==> src/rtl/sec_rate_throttle.sv <==
module sec_rate_throttle #(
  parameter int CNT_W      = 8,
  parameter int PERIOD_CYC = 1_000_000_000
) (
  input  logic             clk,
  input  logic             rst_n,
  input  logic             fail_pulse,
  input  logic             suspect_pulse,
  input  logic             key_req,
  output logic             key_go,
  output logic             stall,
  output logic [CNT_W-1:0] sec_count,
  output logic             idle_busy
);
  localparam int TW = $clog2(PERIOD_CYC + 1);
  localparam logic [CNT_W-1:0] SEC_MAX = {CNT_W{1'b1}};
  localparam logic [TW-1:0] T_LAST = TW'(PERIOD_CYC - 1);

  logic [TW-1:0]  tmr;
  logic           open_q;
  logic [CNT_W-1:0] sec_q;
  logic [CNT_W:0]   sum;
  logic           evt, wrap;

  assign key_go    = key_req & (open_q | (sec_q == '0));
  assign stall     = key_req & ~key_go;
  assign evt       = fail_pulse | key_go | suspect_pulse;
  assign wrap      = ~evt & (tmr == T_LAST);
  assign sum       = {1'b0, sec_q} + (CNT_W+1)'(fail_pulse) + (CNT_W+1)'(key_go);
  assign sec_count = sec_q;
  assign idle_busy = |sec_q;

  always_ff @(posedge clk) begin
    if (!rst_n) begin
      tmr    <= '0;
      open_q <= 1'b1;
    end else if (evt) begin
      tmr    <= TW'(1);
      open_q <= 1'b0;
    end else if (wrap) begin
      tmr    <= '0;
      open_q <= 1'b1;
    end else begin
      tmr    <= tmr + 1'b1;
    end
  end

  always_ff @(posedge clk) begin
    if (!rst_n)
      sec_q <= '0;
    else if (suspect_pulse)
      sec_q <= SEC_MAX;
    else if (evt)
      sec_q <= sum[CNT_W] ? SEC_MAX : sum[CNT_W-1:0];
    else if (wrap && sec_q != '0)
      sec_q <= sec_q - 1'b1;
  end
endmodule

==> config.mk <==
export PLATFORM = sky130hd
export DESIGN_NAME = sec_rate_throttle
export DESIGN_NICKNAME = d
export VERILOG_FILES = /design/src/rtl/sec_rate_throttle.sv
export SDC_FILE = /design/constraint.sdc
export NUM_CORES = 1
export LEC_CHECK = 0
export BUFFER_PORTS_ARGS = -buffer_cell sky130_fd_sc_hd__buf_2
export CAP_MARGIN = 0
export CORE_ASPECT_RATIO = 1.5
export CORE_MARGIN = 2
export CORE_UTILIZATION = 46
export CTS_CLUSTER_SIZE = 25
export DETAILED_ROUTE_END_ITERATION = 10
export SLEW_MARGIN = 40
export SYNTH_ARGS = -nofsm -noshare
export SYNTH_HDL_FRONTEND = slang
export SYNTH_SLANG_ARGS = --single-unit
==> constraint.sdc <==
create_clock -name clk -period 3.65 [get_ports clk]
set_clock_uncertainty 0.1 [all_clocks]
set_input_delay 0.5475 -clock clk [delete_from_list [all_inputs] [get_ports clk]]
set_output_delay 0.5475 -clock clk [all_outputs]
set_load 0.1 [all_outputs]
# [After elaboration in Yosys (flattened, before gate mapping)]
# Index checks and enable logic that the tools add are counted.
[word_totals] ff_bits=39 wordCells=33
[op_classes] add_sub_neg=4 n_eq_ne=1 muxes=8 n_bitwise=9 reduce_logical=7
[ops] operator="$mux 8" count=4
[ops] operator="$add 30x1->30 const B" count=1
[ops] operator="$eq 30x30->1 const B" count=1
[ops] operator="$add 8x1->9" count=1
[ops] operator="$add 9x1->9" count=1
[ops] operator="$logic_not 8->1" count=1
[ops] operator="$reduce_bool 8->1" count=1
[ops] operator="$reduce_or 8->1" count=1
[ops] operator="$sub 8x1->8 const B" count=1
[ops] operator="$mux 1" count=4
[ops] operator="$and 1x1->1" count=3
[ops] operator="$not 1->1" count=3
[ops] operator="$or 1x1->1" count=3
[ops] operator="$reduce_bool 3->1" count=1
[ops] operator="$reduce_or 3->1" count=1
[ops] operator="$reduce_bool 2->1" count=1
[ops] operator="$logic_and 1x1->1" count=1

# [Longest topological paths before layout]
# Gate-level depths: netlist of the first run.
[depth] depth_word=11 depth_mapped=12 ltp_nobuf=11

# [Worst setup path before layout of the first run]
# Ideal clock, no wire load.
[synth_path] kind="register to output" startpoint="register sec_q[0], in the netlist sec_count[0]" endpoint="output stall" arrival_time_ns=4.143 t_required_ns=3.002 slack_ns=-1.141 path_stages_with_launch=6 n_path_buf=0 cell_sequence="dfxtp_1 -> inv_1 -> ha_1 -> nor3b_1 -> and2_1 -> nor3b_1"
[synth_between] elab_chain_len=5
[synth_lines] item="start: declaration" line="21" source="logic [CNT_W-1:0] sec_q;"
[synth_lines] item="start signal: assignment" line="54" source="sec_q <= sum[CNT_W] ? SEC_MAX : sum[CNT_W-1:0];"
[synth_lines] item="start signal: assignment" line="56" source="sec_q <= sec_q - 1'b1;"
[synth_lines] item="$logic_not 8->1" line="25" source="assign key_go = key_req & (open_q | (sec_q == '0));"
[synth_lines] item="$or 1x1->1" line="25"
[synth_lines] item="$and 1x1->1" line="25"
[synth_lines] item="$not 1->1" line="26" source="assign stall = key_req & ~key_go;"
[synth_lines] item="$and 1x1->1" line="26"
[synth_lines] item="end: declaration" line="11" source="output logic stall,"
# No other way between the ends.

# [Final worst setup path of the first run]
[layout_path] startpoint="register sec_q[0], in the netlist sec_count[0]" endpoint="register sec_q[3], in the netlist sec_count[3]"
[layout_between] elab_chain_len=9 word_cells_on_any_way=17
[layout_lines] item="branches (longest 9 deep; another with $add 8x1->9)"
# Parallel ways; which one is timed is not known. The select of a mux whose other input is x is not followed.
# A chain may end at the register's enable or synchronous reset.

==> flow_metrics.env, run 1 <==
export IMPL_status="finished, final reports clean"
export IMPL_slew_limit_headroom_pct=53.8
export IMPL_clock_sinks=39
export IMPL_power_frac_comb_pct=23.3
export IMPL_cts_buffers_inserted=5
export IMPL_final_min_clock_period_ns=3.29
export IMPL_endpoint_of_the_lowest_slack_register_to_register_path="sec_count[3]"
export IMPL_boundaryPins=16
export IMPL_synthesis_area_um2=2190
export IMPL_reg2reg_setup_slack_ns=0.36
export IMPL_synth_seq_area_share_pct=35.6
export IMPL_total_half_perimeter_wirelength_after_legalization_and_detailed_placement_mm=3.89
export IMPL_timing_final_max_slew_violations=0
export IMPL_postCtsSetupBuffers=0
export IMPL_clk_path_buf_depth=2
export IMPL_grt_start_max_net_pins=30
export IMPL_syn_instance_count=263
export IMPL_whs_ns=0.374
export IMPL_cts_tree="yes"
export IMPL_cp_required_ns=3.73
export IMPL_vias=1981
export IMPL_overflow=0
export IMPL_seq_area_um2=783
export IMPL_die_w_um=60.4
export IMPL_synth_common_cells="nor2_1 (40), dfxtp_1 (39), nand2_1 (22)"
export IMPL_min_path_type="reg -> reg"
export IMPL_floorplan_rows=30
export IMPL_finalNonFillerCells=346
export IMPL_dpl_worst_slack_ns=0.357
export IMPL_route_antenna_remaining_nets=0
export IMPL_ctsResizeCount=0
export IMPL_worst_r2r_src="sec_count[0]"
export IMPL_yosysWarnings=0
export IMPL_initial_utilization_pct=48.3
export IMPL_rsz0062_at_grt="false"
export IMPL_grtUsageTotal_pct=21.7
export IMPL_final_net_count=289
export IMPL_fin_tns_setup_ns=0
export IMPL_power_leakage_nw=0.844
export IMPL_timing_worst_setup_path_type="reg -> reg"
export IMPL_max_freq_ghz=0.304
export IMPL_grt_pass1_vias=1847
export IMPL_fin_crit_sh_pct=90.3
export IMPL_power_ir_vdd_worst_mv=0.226
export IMPL_clock_power_share_pct=31.0
export IMPL_p_seq_share_pct=45.7
export IMPL_holdPathEnd="tmr[0]"
export IMPL_drc_errors=0
export IMPL_dr_pass1_iters=4
export IMPL_synth_edff_count=0
export IMPL_synthArstFlopShare_pct=0
export IMPL_critPathMaxFanout=8
export IMPL_seq_cells_post_synth=39
export IMPL_post_synth_top_area_cell="dfxtp_1"
export IMPL_switching_share_pct=34.2
export IMPL_insertion_delay_ns=0.29
export IMPL_synth_top_cell_area_share_pct=35.6
export IMPL_internal_power_component_w=0.000672
export IMPL_fp_dieH_um=88.6
export IMPL_clk_pin_slew_ns=0.07
export IMPL_setup_slack_ns=0.356
export IMPL_power_switching_w=0.000349
export IMPL_hold_path_depth=1
export IMPL_drt_first_iter_violations=138
export IMPL_syn_avg_cell_area_um2=8.34
export IMPL_r2r_cells=10
export IMPL_drt_wirelength_per_cell_um=15.0
export IMPL_area_delta_synth_final_pct=11.8
export IMPL_h_tree_depth=2
export IMPL_cts_root_buf="clkbuf_8"
export IMPL_detail_route_vias_per_cell=5.73
export IMPL_layout_cell_share_with_drive_strength_beyond_1_pct=16.0
export IMPL_synthesized_netlist_net_count=271
export IMPL_powerDensity_nw_per_um2=416
export IMPL_diode_count=0
export IMPL_critPathArrivalTime_ns=3.38
export IMPL_synth_area_leaders="dfxtp_1 (36%), nor2_1 (6.8%), xor2_1 (6.8%)"
export IMPL_yosysMostFrequentCell="nor2_1"
export IMPL_cts_hold_repair_buffers=0
export IMPL_grt_antenna_before_repair=0
export IMPL_route_final_wire_length_mm=5.20
export IMPL_yosys_cell_types_count=53
export IMPL_cp_end_kind="flip-flop"
export IMPL_place_gp_congestion=0.885
export IMPL_fp_dieArea_um2=5350
export IMPL_post_place_cells=338
export IMPL_number_of_filler_instances_in_the_final_layout=445
export IMPL_drv_cap=0
export IMPL_final_hold_viol_count=0
export IMPL_worstSetupStartpointType="flip-flop"
export IMPL_port_buffer_count=15
export IMPL_multi_input_area_um2=1350
export IMPL_final_setup_fails=0
export IMPL_floorplan_core_area_um2=4540
export IMPL_hold_start="tmr[0]"
export IMPL_wire_length_of_the_first_global_routing_pass_mm=8.71
export IMPL_worst_slew_pin_transition_ns=0.689
export IMPL_yosys_most_used_dff="dfxtp_1"
## power groups by stage
stage / combinational, W / clock [W] / sequential, W
floorplan: 0.000108 / 0 / 0.000556
global placement: 0.000239 / 0 / 0.000474
detailed placement: 0.000239 / 0 / 0.000476
CTS: 0.000239 / 0.000329 / 0.000466
global route: 0.000254 / 0.000345 / 0.000470
finish: 0.000238 / 0.000316 / 0.000467
## routing by layer
layer | vias up | wire length, um | track usage [%]
li1 | 991 | - | -
met1 | 935 | 2160 | 23.9
met2 | 39 | 2730 | 39.2
met3 | 16 | 129 | 3.51
met4 | 0 | 182 | 10.5
met5 | - | 0 | 0
## state kept, by name, summed over array words and instances, names as in the netlist
name,count
tmr,30
sec_count,8
open_q,1
## placed cells by master, fill, tap and decap left out, types with 2 or more instances in the layout
| master | Yosys | routed |
|---|---|---|
| nand4b_1 | 4 | 4 |
| a221oi_1 | 3 | 3 |
| clkbuf_8 | 0 | 7 |
| a211o_1 | 2 | 2 |
| nor4_1 | 4 | 3 |
| buf_2 | 1 | 15 |
| a21oi_1 | 8 | 8 |
| nand2_1 | 22 | 22 |
| ha_1 | 2 | 2 |
| inv_1 | 10 | 10 |
| xor2_1 | 17 | 17 |
| a31o_2 | 3 | 3 |
| nand4_1 | 11 | 11 |
| nor4_2 | 1 | 2 |
| a31oi_1 | 3 | 3 |
| a211oi_1 | 4 | 4 |
| nor3_2 | 2 | 2 |
| or4_1 | 3 | 3 |
| dfxtp_1 | 39 | 37 |
| and3_1 | 7 | 7 |
| and4_1 | 3 | 3 |
| and2_1 | 2 | 2 |
| dfxtp_2 | 0 | 2 |
| nand3_1 | 11 | 11 |
| or3_1 | 3 | 3 |
| nand3b_1 | 3 | 3 |
| o21ai_0 | 4 | 4 |
| nor2_1 | 40 | 40 |
| buf_4 | 0 | 4 |
| xnor2_1 | 10 | 10 |
| or3b_2 | 2 | 2 |
| nor3_1 | 7 | 7 |
| o31ai_1 | 3 | 3 |
## worst max path at each step
stage,startpoint,end,cells after the start
3_3_place_gp,sec_count[0],sec_count[3],10
5_1_grt,sec_count[0],sec_count[3],10
2_1_floorplan,sec_count[4],sec_count[3],9
6_report,sec_count[0],sec_count[3],10
4_1_cts,sec_count[0],sec_count[3],10
3_5_place_dp,sec_count[0],sec_count[3],10
## through the flow
stage	util, %	instance area (um^2)	power, W
3_3_place_gp	51.7	2350	0.000713
2_1_floorplan	-	2210	0.000663
6_report	54.0	2450	0.00102
5_1_grt	54.0	2450	0.00107
3_5_place_dp	51.8	2350	0.000715
4_1_cts	54.0	2450	0.00103
## layout make-up
cell class | count | area share [%]
Multi-Input combinational cell | 206 | 54.9
Timing Repair Buffer | 19 | 4.29
Sequential cell | 39 | 31.9
Clock buffer | 8 | 4.08
Inverter | 10 | 1.53
Tap cell | 64 | 3.27
## critical path: stages (launching register included)
cell,delay (ns)
dfxtp_2,0.34
inv_1,0.13
ha_1,0.23
nor3b_1,0.25
and2_1,0.30
o21ai_0,0.18
fa_1,0.47
and4b_1,0.45
nor4b_1,0.37
nor3_1,0.11
a31o_2,0.26
## cells by family (layout without fill, tap and decap cells)
kind of cell	count (synthesis)	after routing	synth area share, %
AO/OA/AOI/OAI	40	40	13.4
XOR/XNOR	27	27	10.8
adder cells (fa/ha/maj)	3	3	2.05
buffers and inverters	18	37	3.82
flip-flops	39	39	35.6
multiplexers	1	1	0.513
AND/OR/NAND/NOR	135	135	33.8
(Power assumes the default switching activity.)
==> inputs of run 2 (changes only) <==
--- a/config.mk
+++ b/config.mk
@@ -5,7 +5,7 @@
 export SDC_FILE = /design/constraint.sdc
 export NUM_CORES = 1
 export LEC_CHECK = 0
-export BUFFER_PORTS_ARGS = -buffer_cell sky130_fd_sc_hd__buf_2
+export BUFFER_PORTS_ARGS = -buffer_cell sky130_fd_sc_hd__clkbuf_2
 export CAP_MARGIN = 0
 export CORE_ASPECT_RATIO = 1.5
 export CORE_MARGIN = 2
==> flow_metrics.env, run 2 (synthesis gave the netlist of run 1 again) <==
export IMPL_multi_input_area_um2=1350
export IMPL_fin_total_pwr_w=0.00102
export IMPL_critPathArrivalTime_ns=3.38
export IMPL_status="finished, final reports clean"
export IMPL_setup_slack_ns=0.351
export IMPL_drc_errors=0
export IMPL_cts_tree="yes"
export IMPL_min_path_type="reg -> reg"
export IMPL_boundaryPins=16
export IMPL_power_ir_vdd_worst_mv=0.250
export IMPL_powerDensity_nw_per_um2=417
export IMPL_largest_register_ff_count=30
export IMPL_grtUsageTotal_pct=21.7
export IMPL_postCtsSetupBuffers=0
export IMPL_layout_cells_most_common="nor2_1"
export IMPL_drt_wirelength_per_cell_um=15.3
export IMPL_timing_final_max_slew_violations=0
export IMPL_final_net_count=289
export IMPL_cp_required_ns=3.74
export IMPL_final_hold_viol_count=0
export IMPL_timing_worst_setup_path_type="reg -> reg"
export IMPL_place_gp_congestion=0.867
export IMPL_h_tree_depth=2
export IMPL_rsz0062_at_grt="false"
export IMPL_clock_sinks=39
export IMPL_critPathMaxFanout=8
export IMPL_die_w_um=60.4
export IMPL_drt_first_iter_violations=106
export IMPL_clk_path_buf_depth=2
export IMPL_max_flop_register="tmr"
export IMPL_initial_utilization_pct=48.3
export IMPL_fp_dieArea_um2=5350
export IMPL_utilization_pct=54.0
export IMPL_worst_slew_pin_transition_ns=0.688
export IMPL_layout_cell_share_with_drive_strength_beyond_1_pct=16.0
export IMPL_floorplan_rows=30
export IMPL_clk_pin_slew_ns=0.07
export IMPL_dpl_worst_slack_ns=0.353
export IMPL_power_leakage_nw=0.844
export IMPL_busiest_layer="met2"
export IMPL_hold_start="tmr[0]"
export IMPL_cts_root_buf="clkbuf_8"
export IMPL_diode_count=0
export IMPL_crit_path_start="sec_count[0]"
export IMPL_route_antenna_remaining_nets=0
export IMPL_grt_antenna_before_repair=0
export IMPL_grt_start_max_net_pins=30
export IMPL_port_buffer_count=15
export IMPL_area_delta_synth_final_pct=11.8
export IMPL_final_setup_fails=0
export IMPL_fin_tns_setup_ns=0
export IMPL_total_half_perimeter_wirelength_after_legalization_and_detailed_placement_mm=3.92
export IMPL_cts_hold_repair_buffers=0
export IMPL_worst_r2r_src="sec_count[0]"
export IMPL_grt_pass1_vias=1936
export IMPL_seq_area_um2=783
export IMPL_gr_usage_met2_pct=40.9
export IMPL_ctsResizeCount=0
export IMPL_most_common_layout_cells="nor2_1 (40), dfxtp_1 (37), nand2_1 (22)"
export IMPL_dr_pass1_iters=4
export IMPL_floorplan_core_area_um2=4540
export IMPL_cts_buffers_inserted=5
export IMPL_number_of_filler_instances_in_the_final_layout=446
export IMPL_overflow=0
export IMPL_wire_length_of_the_first_global_routing_pass_mm=8.90
export IMPL_gr_usage_met3_pct=3.07
export IMPL_vias=1979
export IMPL_final_min_clock_period_ns=3.30
export IMPL_fp_dieH_um=88.6
export IMPL_drv_cap=0
export IMPL_fin_crit_sh_pct=90.4
export IMPL_cp_end_kind="flip-flop"
export IMPL_insertion_delay_ns=0.29
export IMPL_route_final_wire_length_mm=5.30
export IMPL_worstSetupStartpointType="flip-flop"
export IMPL_slew_limit_headroom_pct=53.8
export IMPL_max_freq_ghz=0.303
export IMPL_gr_usage_met1_pct=24.0
export IMPL_detail_route_vias_per_cell=5.72
-- run 2: changes by cell type in the layout (fill, tap and decap cells not counted) --
cell      delta
buf_2       -15
clkbuf_2    +15
-- run 2: worst max-delay path, cell delays in order, from the launching register on --
cell,delay (ns)
dfxtp_2,0.34
inv_1,0.14
ha_1,0.24
nor3b_1,0.25
and2_1,0.30
o21ai_0,0.19
fa_1,0.47
and4b_1,0.45
nor4b_1,0.36
nor3_1,0.11
a31o_2,0.26
-- run 2: area by class of cell --
type                            count  share of cell area (%)
Multi-Input combinational cell    206                    54.9
Tap cell                           64                    3.27
Sequential cell                    39                    31.9
Clock buffer                        8                    4.08
Inverter                           10                    1.53
Timing Repair Buffer               19                    4.29
-- run 2: routing by layer --
metal	part of all wire, %	vias up
met5	0	-
met4	1.7	0
met3	2.3	8
met2	54	31
met1	42	939
li1	-	1001
-- run 2: metrics by stage --
stage / hold slack, ns / cells / area [um^2]
after floorplan: 0.328 / 263 / 2210
after global placement: 0.358 / 338 / 2350
after detailed placement: 0.360 / 338 / 2350
after CTS: 0.388 / 346 / 2450
after global routing: 0.428 / 346 / 2450
final: 0.377 / 346 / 2450
-- run 2: worst paths after layout --
kind	end	slack [ns]	depth (start not counted)
hold reg to reg	tmr[0]	0.38	1
setup / recovery	sec_count[3]	0.35	10
hold / removal	tmr[0]	0.38	1
setup reg to reg	sec_count[3]	0.35	10
-- run 2: report_power, final --
group	switching, W	total, W	internal, W
Sequential	0.0000267	0.000468	0.000441
Combinational	0.000180	0.000238	0.0000581
Clock	0.000146	0.000318	0.000172
==> inputs of run 3 (changes only) <==
--- a/config.mk
+++ b/config.mk
@@ -7,11 +7,14 @@
 export LEC_CHECK = 0
 export BUFFER_PORTS_ARGS = -buffer_cell sky130_fd_sc_hd__clkbuf_2
 export CAP_MARGIN = 0
+export CELL_PAD_IN_SITES_DETAIL_PLACEMENT = 1
+export CELL_PAD_IN_SITES_GLOBAL_PLACEMENT = 2
 export CORE_ASPECT_RATIO = 1.5
 export CORE_MARGIN = 2
-export CORE_UTILIZATION = 46
+export CORE_UTILIZATION = 36
 export CTS_CLUSTER_SIZE = 25
 export DETAILED_ROUTE_END_ITERATION = 10
+export PLACE_DENSITY_LB_ADDON = 0.1
 export SLEW_MARGIN = 40
 export SYNTH_ARGS = -nofsm -noshare
 export SYNTH_HDL_FRONTEND = slang
==> flow_metrics.env, run 3 (synthesis gave the netlist of run 1 again) <==
export IMPL_place_gp_congestion=0.778
export IMPL_drt_first_iter_violations=90
export IMPL_drt_wirelength_per_cell_um=17.1
export IMPL_max_freq_ghz=0.309
export IMPL_final_min_clock_period_ns=3.24
export IMPL_fp_dieH_um=99.6
export IMPL_timing_final_max_slew_violations=0
export IMPL_worstSetupStartpointType="flip-flop"
export IMPL_dpl_worst_slack_ns=0.294
export IMPL_status="finished, final reports clean"
export IMPL_clock_sinks=39
export IMPL_cp_required_ns=3.74
export IMPL_cts_root_buf="clkbuf_8"
export IMPL_diode_count=0
export IMPL_grt_antenna_before_repair=0
export IMPL_crit_path_cell_trace="inv_1 -> ha_1 -> nor3b_1 -> and2_1 -> o21ai_0 -> fa_1 -> and4b_1 -> nor4b_2 -> nor3_1 -> a31o_2"
export IMPL_cts_tree="yes"
export IMPL_powerDensity_nw_per_um2=409
export IMPL_fin_crit_sh_pct=88.7
export IMPL_cp_end_kind="flip-flop"
export IMPL_wire_length_of_the_first_global_routing_pass_mm=10.4
export IMPL_worst_slew_pin_transition_ns=0.670
export IMPL_vias=2033
export IMPL_cp_slowest_stage_delay_ns=0.47
export IMPL_route_antenna_remaining_nets=0
export IMPL_initial_utilization_pct=37.6
export IMPL_max_flop_register="tmr"
export IMPL_drc_errors=0
export IMPL_grt_pass1_vias=2142
export IMPL_min_path_type="reg -> reg"
export IMPL_route_final_wire_length_mm=6.07
export IMPL_post_placement_cell_area_um2=2370
export IMPL_critPathArrivalTime_ns=3.33
export IMPL_detail_route_vias_per_cell=5.74
export IMPL_overflow=0
export IMPL_port_buffer_count=15
export IMPL_largest_register_ff_count=30
export IMPL_final_net_count=290
export IMPL_boundaryPins=16
export IMPL_critPathMaxFanout=8
export IMPL_final_setup_fails=0
export IMPL_fp_dieArea_um2=6750
export IMPL_floorplan_core_area_um2=5830
export IMPL_fin_tns_setup_ns=0
export IMPL_cts_buffers_inserted=5
export IMPL_power_ir_vdd_worst_mv=0.222
export IMPL_grtUsageTotal_pct=20.4
export IMPL_total_half_perimeter_wirelength_after_legalization_and_detailed_placement_mm=4.58
export IMPL_whs_ns=0.381
export IMPL_clk_path_buf_depth=2
export IMPL_final_hold_viol_count=0
export IMPL_dr_pass1_iters=4
export IMPL_fin_total_pwr_w=0.00101
export IMPL_clk_pin_slew_ns=0.08
export IMPL_critical_path_slowest_cell="fa_1"
export IMPL_floorplan_rows=34
export IMPL_rsz0062_at_grt="false"
export IMPL_drv_cap=0
export IMPL_slew_limit_headroom_pct=55.0
export IMPL_area_delta_synth_final_pct=12.6
export IMPL_cts_hold_repair_buffers=0
export IMPL_h_tree_depth=2
export IMPL_layout_cells_most_common="nor2_1"
export IMPL_die_w_um=67.7
export IMPL_layout_cell_share_with_drive_strength_beyond_1_pct=17.0
export IMPL_setup_slack_ns=0.414
export IMPL_power_leakage_nw=0.847
export IMPL_insertion_delay_ns=0.29
export IMPL_grt_start_max_net_pins=30
export IMPL_most_common_layout_cells="nor2_1 (40), dfxtp_1 (37), nand2_1 (22)"
export IMPL_timing_worst_setup_path_type="reg -> reg"
export IMPL_design_area_um2=2470
-- run 3: timing repair --
action	in CTS	in global routing
resized for setup	0	1
setup endpoints to repair	0	1
buffers inserted	0	0
-- run 3: area by class of cell --
cell class / count / area (um^2)
clock buffers: 6 / 82.6
flip-flops and latches: 39 / 783
well taps: 72 / 90.1
clock inverters: 1 / 5.00
repair buffers: 20 / 113
inverters: 10 / 37.5
multi-input cells: 206 / 1360
fillers: 736 / 3360
-- run 3: report_power, final --
part,switching (W),leakage (nW),internal [W]
Clock,0.000151,0.0470,0.000148
Combinational,0.000182,0.482,0.0000593
Sequential,0.0000282,0.318,0.000441
Total,0.000361,0.847,0.000648
-- run 3: stage by stage --
step | instances | utilization, %
6_report | 354 | 42.4
5_1_grt | 354 | 42.4
4_1_cts | 354 | 42.2
3_5_place_dp | 347 | 40.7
3_3_place_gp | 347 | 40.6
2_1_floorplan | 263 | -
-- run 3: path summary, 6_finish.rpt --
check | start | to | slack [ns] | depth (start not counted)
setup / recovery | sec_count[0] | sec_count[3] | 0.41 | 10
setup reg to reg | sec_count[0] | sec_count[3] | 0.41 | 10
hold / removal | tmr[0] | tmr[0] | 0.38 | 1
hold reg to reg | tmr[0] | tmr[0] | 0.38 | 1
-- run 3: critical path, delay by kind of cell (launching register included) --
family	cells	cell delay [ns]
DFF	1	0.34
adders and majority gates	2	0.70
and+or+nand+nor	5	1.42
buffers and inverters	1	0.14
AOI/OAI and AO/OA	2	0.44
-- run 3: layer usage --
metal	part of all wire, %	vias up	global-route usage, %
met5	0	-	0
met4	3.6	0	10.5
met3	2.3	14	3.05
met2	54	29	37.5
met1	40	995	21.3
li1	-	995	-
